[src/rtl/phy_creg_pkg.sv]
// Shared definitions for the PHY control-register bridge.
// Assumes host offsets are byte addresses of 32-bit registers.
package phy_creg_pkg;
    localparam int HOST_DW = 32;
    localparam int NUM_OPS = 4;

    // Host register byte offsets
    localparam int OFS_DIN   = 'h0C;
    localparam int OFS_DOUT  = 'h10;
    localparam int OFS_CADDR = 'h14;
    localparam int OFS_CDATA = 'h18;
    localparam int OFS_READ  = 'h1C;
    localparam int OFS_WRITE = 'h20;

    // PHY port operations; the value is also the request-vector bit index
    typedef enum logic [1:0] {
        OP_CADDR = 2'd0,
        OP_CDATA = 2'd1,
        OP_READ  = 2'd2,
        OP_WRITE = 2'd3
    } op_e;
endpackage

[src/rtl/phy_creg_regs.sv]
// Host-side register file: decodes host writes, holds data-in,
// produces a one-cycle launch when an idle trigger bit is set,
// and muxes read data. Assumes one host access per cycle.
module phy_creg_regs
    import phy_creg_pkg::*;
#(
    parameter int HOST_AW = 6,
    parameter int PHY_DW  = 16
) (
    input  logic               clk,
    input  logic               rst_n,
    input  logic               host_wr,
    input  logic [HOST_AW-1:0] host_addr,
    input  logic [HOST_DW-1:0] host_wdata,
    output logic [HOST_DW-1:0] host_rdata,
    input  logic               busy,
    input  op_e                cur_op,
    input  logic [PHY_DW-1:0]  dout,
    output logic [PHY_DW-1:0]  din_lo,
    output logic               launch,
    output op_e                launch_op
);
    localparam logic [HOST_AW-1:0] A_DIN   = HOST_AW'(OFS_DIN);
    localparam logic [HOST_AW-1:0] A_DOUT  = HOST_AW'(OFS_DOUT);
    localparam logic [HOST_AW-1:0] A_CADDR = HOST_AW'(OFS_CADDR);
    localparam logic [HOST_AW-1:0] A_CDATA = HOST_AW'(OFS_CDATA);
    localparam logic [HOST_AW-1:0] A_READ  = HOST_AW'(OFS_READ);
    localparam logic [HOST_AW-1:0] A_WRITE = HOST_AW'(OFS_WRITE);
    localparam int PAD_W = HOST_DW - 1 - PHY_DW;

    logic [HOST_DW-1:0] din_q;

    // Hold the full host data-in word
    always_ff @(posedge clk) begin
        if (!rst_n)
            din_q <= '0;
        else if (host_wr && host_addr == A_DIN)
            din_q <= host_wdata;
    end

    assign din_lo = din_q[PHY_DW-1:0];

    // Turn an idle trigger write with bit 0 set into a launch
    always_comb begin
        launch    = 1'b0;
        launch_op = OP_CADDR;
        if (host_wr && !busy && host_wdata[0]) begin
            case (host_addr)
                A_CADDR: begin launch = 1'b1; launch_op = OP_CADDR; end
                A_CDATA: begin launch = 1'b1; launch_op = OP_CDATA; end
                A_READ:  begin launch = 1'b1; launch_op = OP_READ;  end
                A_WRITE: begin launch = 1'b1; launch_op = OP_WRITE; end
                default: launch = 1'b0;
            endcase
        end
    end

    // Select the host read word for the addressed register
    always_comb begin
        case (host_addr)
            A_DIN:   host_rdata = din_q;
            A_DOUT:  host_rdata = {busy, {PAD_W{1'b0}}, dout};
            A_CADDR: host_rdata = {{(HOST_DW-1){1'b0}}, busy && cur_op == OP_CADDR};
            A_CDATA: host_rdata = {{(HOST_DW-1){1'b0}}, busy && cur_op == OP_CDATA};
            A_READ:  host_rdata = {{(HOST_DW-1){1'b0}}, busy && cur_op == OP_READ};
            A_WRITE: host_rdata = {{(HOST_DW-1){1'b0}}, busy && cur_op == OP_WRITE};
            default: host_rdata = '0;
        endcase
    end
endmodule

[src/rtl/phy_creg_seq.sv]
// Handshake sequencer: snapshots data-in on launch, raises one
// request on the PHY port and holds it until ack, then goes idle.
// Captures PHY read data into data-out on a read acknowledge.
module phy_creg_seq
    import phy_creg_pkg::*;
#(
    parameter int PHY_DW = 16
) (
    input  logic               clk,
    input  logic               rst_n,
    input  logic               launch,
    input  op_e                launch_op,
    input  logic [PHY_DW-1:0]  din_lo,
    output logic               busy,
    output op_e                cur_op,
    output logic [NUM_OPS-1:0] phy_req,
    output logic [PHY_DW-1:0]  phy_bus,
    input  logic               phy_ack,
    input  logic [PHY_DW-1:0]  phy_rdata,
    output logic [PHY_DW-1:0]  dout
);
    // Track the pending operation and latch read results
    always_ff @(posedge clk) begin
        if (!rst_n) begin
            busy    <= 1'b0;
            cur_op  <= OP_CADDR;
            phy_bus <= '0;
            dout    <= '0;
        end else if (busy) begin
            if (phy_ack) begin
                busy <= 1'b0;
                if (cur_op == OP_READ)
                    dout <= phy_rdata;
            end
        end else if (launch) begin
            busy    <= 1'b1;
            cur_op  <= launch_op;
            phy_bus <= din_lo;
        end
    end

    // One request line per operation, high while that operation is pending
    for (genvar g = 0; g < NUM_OPS; g++) begin : g_req
        assign phy_req[g] = busy && (cur_op == op_e'(g));
    end
endmodule

[src/rtl/phy_creg_model.sv]
// Stand-in PHY control-register port: answers each request with an
// ack ACK_DELAY cycles later. The first read after an address capture
// returns the previously read word; later reads return the array entry.
// Assumes ACK_DELAY >= 1 and the requester drops the request after ack.
module phy_creg_model
    import phy_creg_pkg::*;
#(
    parameter int PHY_DW    = 16,
    parameter int DEPTH     = 16,
    parameter int ACK_DELAY = 3
) (
    input  logic               clk,
    input  logic               rst_n,
    input  logic [NUM_OPS-1:0] phy_req,
    input  logic [PHY_DW-1:0]  phy_bus,
    output logic               phy_ack,
    output logic [PHY_DW-1:0]  phy_rdata
);
    localparam int IDX_W = (DEPTH > 1) ? $clog2(DEPTH) : 1;
    localparam int CNT_W = $clog2(ACK_DELAY + 1);
    localparam logic [CNT_W-1:0] CNT_LAST = CNT_W'(ACK_DELAY - 1);

    logic [PHY_DW-1:0] mem [DEPTH];
    logic [IDX_W-1:0]  addr_q;
    logic [PHY_DW-1:0] wdat_q;
    logic              fresh_q;
    logic [CNT_W-1:0]  cnt;

    // Delay the ack and apply the requested operation when it fires
    always_ff @(posedge clk) begin
        if (!rst_n) begin
            for (int i = 0; i < DEPTH; i++) mem[i] <= '0;
            addr_q    <= '0;
            wdat_q    <= '0;
            fresh_q   <= 1'b0;
            cnt       <= '0;
            phy_ack   <= 1'b0;
            phy_rdata <= '0;
        end else if (|phy_req && !phy_ack) begin
            if (cnt == CNT_LAST) begin
                cnt     <= '0;
                phy_ack <= 1'b1;
                if (phy_req[OP_CADDR]) begin
                    addr_q  <= phy_bus[IDX_W-1:0];
                    fresh_q <= 1'b1;
                end
                if (phy_req[OP_CDATA])
                    wdat_q <= phy_bus;
                if (phy_req[OP_WRITE])
                    mem[addr_q] <= wdat_q;
                if (phy_req[OP_READ]) begin
                    if (fresh_q)
                        fresh_q <= 1'b0;
                    else
                        phy_rdata <= mem[addr_q];
                end
            end else begin
                cnt <= cnt + 1'b1;
            end
        end else begin
            cnt     <= '0;
            phy_ack <= 1'b0;
        end
    end
endmodule

[src/rtl/phy_creg_bridge.sv]
// Top of the PHY control-register bridge: host register file,
// handshake sequencer and the stand-in PHY register array.
// Assumes a host that polls trigger bits before the next step.
module phy_creg_bridge
    import phy_creg_pkg::*;
#(
    parameter int HOST_AW     = 6,
    parameter int PHY_DW      = 16,
    parameter int MODEL_DEPTH = 16,
    parameter int ACK_DELAY   = 3
) (
    input  logic               clk,
    input  logic               rst_n,
    input  logic               host_wr,
    input  logic [HOST_AW-1:0] host_addr,
    input  logic [31:0]        host_wdata,
    output logic [31:0]        host_rdata
);
    logic               busy;
    op_e                cur_op;
    op_e                launch_op;
    logic               launch;
    logic [PHY_DW-1:0]  din_lo;
    logic [PHY_DW-1:0]  dout;
    logic [NUM_OPS-1:0] phy_req;
    logic [PHY_DW-1:0]  phy_bus;
    logic               phy_ack;
    logic [PHY_DW-1:0]  phy_rdata;

    phy_creg_regs #(.HOST_AW(HOST_AW), .PHY_DW(PHY_DW)) u_regs (
        .clk(clk), .rst_n(rst_n), .host_wr(host_wr), .host_addr(host_addr),
        .host_wdata(host_wdata), .host_rdata(host_rdata), .busy(busy),
        .cur_op(cur_op), .dout(dout), .din_lo(din_lo), .launch(launch),
        .launch_op(launch_op)
    );

    phy_creg_seq #(.PHY_DW(PHY_DW)) u_seq (
        .clk(clk), .rst_n(rst_n), .launch(launch), .launch_op(launch_op),
        .din_lo(din_lo), .busy(busy), .cur_op(cur_op), .phy_req(phy_req),
        .phy_bus(phy_bus), .phy_ack(phy_ack), .phy_rdata(phy_rdata),
        .dout(dout)
    );

    phy_creg_model #(.PHY_DW(PHY_DW), .DEPTH(MODEL_DEPTH), .ACK_DELAY(ACK_DELAY)) u_phy (
        .clk(clk), .rst_n(rst_n), .phy_req(phy_req), .phy_bus(phy_bus),
        .phy_ack(phy_ack), .phy_rdata(phy_rdata)
    );
endmodule

[config.mk]
export PLATFORM = sky130hd
export DESIGN_NAME = phy_creg_bridge
export DESIGN_NICKNAME = d
export VERILOG_FILES = /design/src/rtl/phy_creg_pkg.sv /design/src/rtl/phy_creg_regs.sv /design/src/rtl/phy_creg_seq.sv /design/src/rtl/phy_creg_model.sv /design/src/rtl/phy_creg_bridge.sv
export SDC_FILE = /design/constraint.sdc
export NUM_CORES = 1
export LEC_CHECK = 0
export CELL_PAD_IN_SITES_DETAIL_PLACEMENT = 1
export CELL_PAD_IN_SITES_GLOBAL_PLACEMENT = 2
export CORE_MARGIN = 5
export CORE_UTILIZATION = 43
export DETAILED_ROUTE_END_ITERATION = 12
export PLACE_DENSITY_LB_ADDON = 0.25
export RECOVER_POWER = 100
export SYNTH_ARGS = -nofsm -noshare
export SYNTH_HDL_FRONTEND = slang
export SYNTH_SLANG_ARGS = --single-unit
[constraint.sdc]
create_clock -name clk -period 2.9 [get_ports clk]
set_input_delay 0.58 -clock clk [delete_from_list [all_inputs] [get_ports clk]]
set_output_delay 0.58 -clock clk [all_outputs]
set_load 0.01 [all_outputs]
# Word level (Yosys, flattened, before mapping)
# Memory sizes are Yosys's and may differ from the RTL's. A register that Yosys moved wholly into a read port is not among the register bits.
# Cells that the tools add are included.
dict set report op_classes {
  reduce_logical 23
  n_bitwise 4
  eq_ne 10
  n_addsub 1
  mux 20
}
# operator n
set op_table {}
lappend op_table {{$pmux 32 s6} 1}
lappend op_table {{$eq 6x5->1 const B} 4}
lappend op_table {{$mux 16} 1}
lappend op_table {{$reduce_or 16->1} 1}
lappend op_table {{$mux 1} 15}
lappend op_table {{$reduce_and 3->1} 3}
lappend op_table {{$logic_and 1x1->1} 8}
lappend op_table {{$reduce_or 4->1} 2}
lappend op_table {{$eq 2x2->1 const B} 3}
lappend op_table {{$eq 6x4->1 const B} 1}
lappend op_table {{$eq 6x6->1 const B} 1}
lappend op_table {{$pmux 2 s3} 1}
lappend op_table {{$reduce_and 2->1} 3}
lappend op_table {{$mux 4} 1}
lappend op_table {{$not 1->1} 4}
lappend op_table {{$reduce_and 4->1} 1}
lappend op_table {{$logic_not 1->1} 3}
lappend op_table {{$reduce_or 3->1} 1}
lappend op_table {{$add 2x1->2 const B} 1}
lappend op_table {{$eq 2x1->1 const B} 1}
lappend op_table {{$logic_not 2->1} 1}
lappend op_table {{$mux 2} 1}
dict set report word_totals {
  elab_cells 69
  inputBits 41
  output_inout_bits 32
  mem_bits_rw 256
  memories 1
  regBits 91
}
# memory words width rd rd_clocked_by_memory_dff write_ports line
set memory_table {}
lappend memory_table {u_phy.mem 16 16 1 1 16 phy_creg_model.sv:23} ;# logic [PHY_DW-1:0] mem [DEPTH];

# Depth between registers and ports, before layout
dict set report logic_depth {
  ltp_word 9
  depth_mapped 8
}

# Cells and area by module
# Synthesis repeated with hierarchy kept, for this count alone.
dict set report unflattened {
  hier_cells 1249
  area_unflattened_um2 16251.8
}
# module seq_area_each_um2 instances area_each_um2 cells_per_inst
set by_module_without_submodules {}
lappend by_module_without_submodules {phy_creg_model 8488.1 1 13100.1 870}
lappend by_module_without_submodules {phy_creg_regs 640.6 1 1820.5 219}
lappend by_module_without_submodules {phy_creg_seq 700.7 1 1331.3 160}

# Worst setup path after synthesis
# OpenSTA, ideal clock, no wires.
dict set report synth_timing {
  path_type {input to register}
  from {input port rst_n}
  to {memory u_phy.mem[13][0], enable pin}
  arrival_time_ps 2284
  path_buffers 1
  setup_slack_ps 205
  t_required_ps 2489
  cell_stages 4
  path_cell_list {and4b_1 buf_4 nand4b_4 o21ai_0}
}
# item line
set synth_rtl {}
lappend synth_rtl {{start: declaration} phy_creg_bridge.sv:13} ;# input logic rst_n,
lappend synth_rtl {{end: declaration} phy_creg_model.sv:23}

# Worst setup path after layout
dict set report layout_timing {
  from {input port host_addr[0]}
  to {output port host_rdata[27]}
}
dict set report layout_between {
  elab_chain_cells 2
  word_cells_on_any_way 7
  cone_classes {eq/ne (6); mux (1)}
}
# item line
set layout_lines {}
lappend layout_lines {{start: declaration} phy_creg_bridge.sv:15} ;# input logic [HOST_AW-1:0] host_addr,
lappend layout_lines {{$eq 6x6->1, or another cell as far along} phy_creg_regs.sv:60} ;# case (host_addr)
lappend layout_lines {{$pmux 32 s6 (*)} phy_creg_regs.sv:60}
lappend layout_lines {{end: declaration} phy_creg_bridge.sv:17} ;# output logic [31:0] host_rdata
# Every way passes the cells marked *; elsewhere a longest branch is shown, timed or not.

==> impl_metrics.csv <==
group,metric,value,unit
sta,maxSlewViolCount,88,
floorplanning,start_util,0.433,
setup_path,critPathLaunchType,"input pin",
clock_network,numCtsBuffers,39,
run_status,violations,"capacitance limit, slew limit",
drt,vias,9942,
finish,final_layout_size_suffix_gt1_frac,0.160,
synthesis,ys_ff_latch,363,
sta,min_period,2830,ps
synthesis,yosys_most_used_dff,"edfxtp_1",
sta,fmax,353,MHz
setup_path,crit_arrival,2250,ps
drt,ant_nets,0,
setup_path,path_class,"input pin to output port",
finish,n_antenna_cell,0,
pwr,swShare,0.209,
finish,fin_cells,1854,
drt,drc,0,
finish,syn2layout_area_growth,15.7,%
sta,fin_crit_sh,0.977,
clock_network,cts_buffer_depth,3,
sta,fin_setup_tns,0,ps
floorplanning,core,37500,um2
placed_design,io_buffer_count,72,
clock_network,clk_latency,530,ps
sta,hold_ws,425,ps
floorplanning,rows,71,
pwr,power_frac_seq,0.532,
setup_path,r2r_start,"u_phy.cnt[0]",
floorplanning,dieArea,41700,um2
synthesis,synth_edf_count,256,
setup_path,cp_num_buf_inv,3,
sta,skew,19.7,ps
pwr,p_int,8450,uW
finish,nets,1354,
setup_path,crit_path_end_kind,"output port",
worst_hold_path,min-delay-path-class,"register to register",
setup_path,slowest_delay,530,ps
synthesis,synth_top_cell_area_share,0.474,
synthesis,synthCells,1228,
drt,viasPerCell,5.36,
sta,worstMarginPinSlew,1510,ps
synthesis,synth_fp_nets,1270,
synthesis,yosysWarnings,0,
setup_path,setup.worst_path.end,"host_rdata[27]",
placed_design,place.detailed.hpwl,28100,um
clock_network,cts-root-buf,"clkbuf_16",
global_routing,grt_pass1_wl,66100,um
setup_path,timing.rr.end,"u_phy.mem[6][3]",
sta,setup_ws,65.9,ps
global_routing,track_usage,0.209,
clock_network,cts.clk_slew.worst_paths,60,ps
pwr,vdd_ir_drop_max,0.407,mV
sta,slew-limit-headroom,-0.00964,
clock_network,tritoncts,"built",
floorplanning,die_h,204,um
pwr,p_leak,0.00661,uW
clock_network,ctsHoldBuffers,0,
drt,drt_iter0_drc,652,
synthesis,ys_types,57,
setup_path,critPathMaxFanout,21,
placed_design,pre_cts_ws,-335,ps
synthesis,yosys.cell_count.top_type,"and2_1",
setup_path,cp-startpoint,"host_addr[0]",
sta,finalSetupViolCount,0,
global_routing,grt_overflow,0,
setup_path,reg2regPathDepth,8,
floorplanning,ioPinCount,73,
run_status,status,"complete, but fails checks",
setup_path,critPathTopFamily,"buffers and inverters",
setup_path,critPathSlowestCell,"clkdlybuf4s50_1",
clock_network,cts_max_level,2,
finish,final_cell_area,18800,um2
floorplanning,die_w,204,um
pwr,power_density,569,nW/um2
global_routing,grt_pass1_vias,10600,
pwr,clkPwrFrac,0.437,
drt,first_pass_iters,5,
synthesis,synth.avg_cell_area,13.2,um2
synthesis,seq_area_frac_synth,0.606,
pwr,p_comb_frac,0.032,
synthesis,syn_area,16200,um2
setup_path,crit_chain,"dlygate4sd2_1 -> nor4_4 -> nor2b_4 -> buf_12 -> and2_1 -> clkdlybuf4s50_1",
placed_design,gp_congestion,0.803,
global_routing,antenna_found_initial,1,
sta,rsz0062_at_grt,"false",
synthesis,yosys-top-cells-count,"and2_1, edfxtp_1, dfxtp_1",
global_routing,grt_max_degree,88,
clock_network,cts_sinks,363,
placed_design,place_area,17600,um2
flow_run,maxCapViolations,1,
drt,wire_per_inst,23.6,um
setup_path,crit_cells,6,
sta,finalHoldViolations,0,
synthesis,synth_area_leaders,"edfxtp_1, dfxtp_1, and2_1",
setup_path,required,2320,ps
placed_design,placedCellCount,1773,
synthesis,yosysTopAreaCell,"edfxtp_1",
drt,drt-total-wl,43800,um
pwr,switchingPower,2240,uW
synthesis,synth_async_sr_flop_share,0,
setup_path,regToRegSetupSlack,180,ps
-- final cells by class --
class	count	area, um2
clock inverter	21	133
sequential	363	9830
multi-input combinational	747	5820
timing repair buffer	143	1230
tap	511	639
fill	3821	18700
clock buffer	51	1050
inverter	18	67.6
-- registers in the layout (all words and copies together), names as in the netlist --
name and cells:
u_phy.mem 256, u_regs.din_q 32, u_phy.phy_rdata 16, u_phy.wdat_q 16, u_seq.dout 16, u_seq.phy_bus 16, u_phy.addr_q 4, u_phy.cnt 2
u_seq.cur_op 2, u_phy.fresh_q 1, u_phy.phy_ack 1, u_seq.busy 1
-- per-layer routing --
layer / wire (um) / vias to the layer above / track usage
met5: 0 / - / 0
met4: 1040 / 0 / 0.0553
met1: 19500 / 5145 / 0.290
li1: - / 4582 / -
met2: 21500 / 154 / 0.347
met3: 1730 / 61 / 0.0336
-- kinds of logic (layout without fill, tap and decap cells) --
group,Yosys count,count (layout),share of synthesized area
buffers and inverters,118,233,0.0345
AOI/OAI and AO/OA,153,153,0.0674
adders and majority gates,1,1,0.000771
muxes,101,101,0.112
DFF,363,363,0.606
and+or+nand+nor,492,492,0.180
-- how the worst min path moves through the flow --
stage | from | endpoint | slack (ps) | cells past startpoint
6_report | u_phy.cnt[0] | u_phy.cnt[0] | 420 | 1
5_1_grt | u_phy.cnt[0] | u_phy.cnt[0] | 450 | 1
2_1_floorplan | u_phy.cnt[0] | u_phy.cnt[0] | 400 | 1
3_5_place_dp | u_phy.cnt[0] | u_phy.cnt[0] | 410 | 1
3_3_place_gp | u_phy.cnt[0] | u_phy.cnt[0] | 410 | 1
4_1_cts | u_phy.cnt[0] | u_phy.cnt[0] | 430 | 1
-- worst register-to-register path, stage by stage (launching register included) --
cell and delay [ps]:
dfxtp_1 310, inv_1 60, ha_1 240, and4b_1 260, buf_4 150, nand4_1 370
nor3_1 360, nand2b_1 150, clkbuf_2 460
-- per-stage QoR --
stage | total power, uW | util
final | 10700 | 0.501
after detailed placement | 6140 | 0.470
after global placement | 6120 | 0.470
after global routing | 11000 | 0.501
after CTS | 10800 | 0.505
after floorplan | 5960 | -
-- what timing repair did --
action,in CTS,in global routing
pin swaps,2,0
resized for setup,36,16
endpoints found under the setup margin,32,36
buffers inserted,7,0
cloned,2,0
-- power groups by stage --
stage	combinational (uW)	clock, uW	sequential (uW)
floorplan	179	0	5780
global placement	338	0	5790
detailed placement	342	0	5800
CTS	348	4780	5690
global route	362	4980	5690
finish	339	4670	5690
-- cells in the final DEF (no fill, tap or decap), types with 17 or more instances in the layout --
cell	n
nor2b_1	38
nor2_1	17
and2_1	198
clkbuf_16	39
dfxtp_1	105
mux4_2	64
and2_0	77
a21boi_0	64
clkdlybuf4s50_1	44
nand2_1	71
clkbuf_2	28
o21ai_0	28
buf_4	34
mux2i_1	36
nand3_1	49
edfxtp_1	256
(Power assumes the default switching activity.)
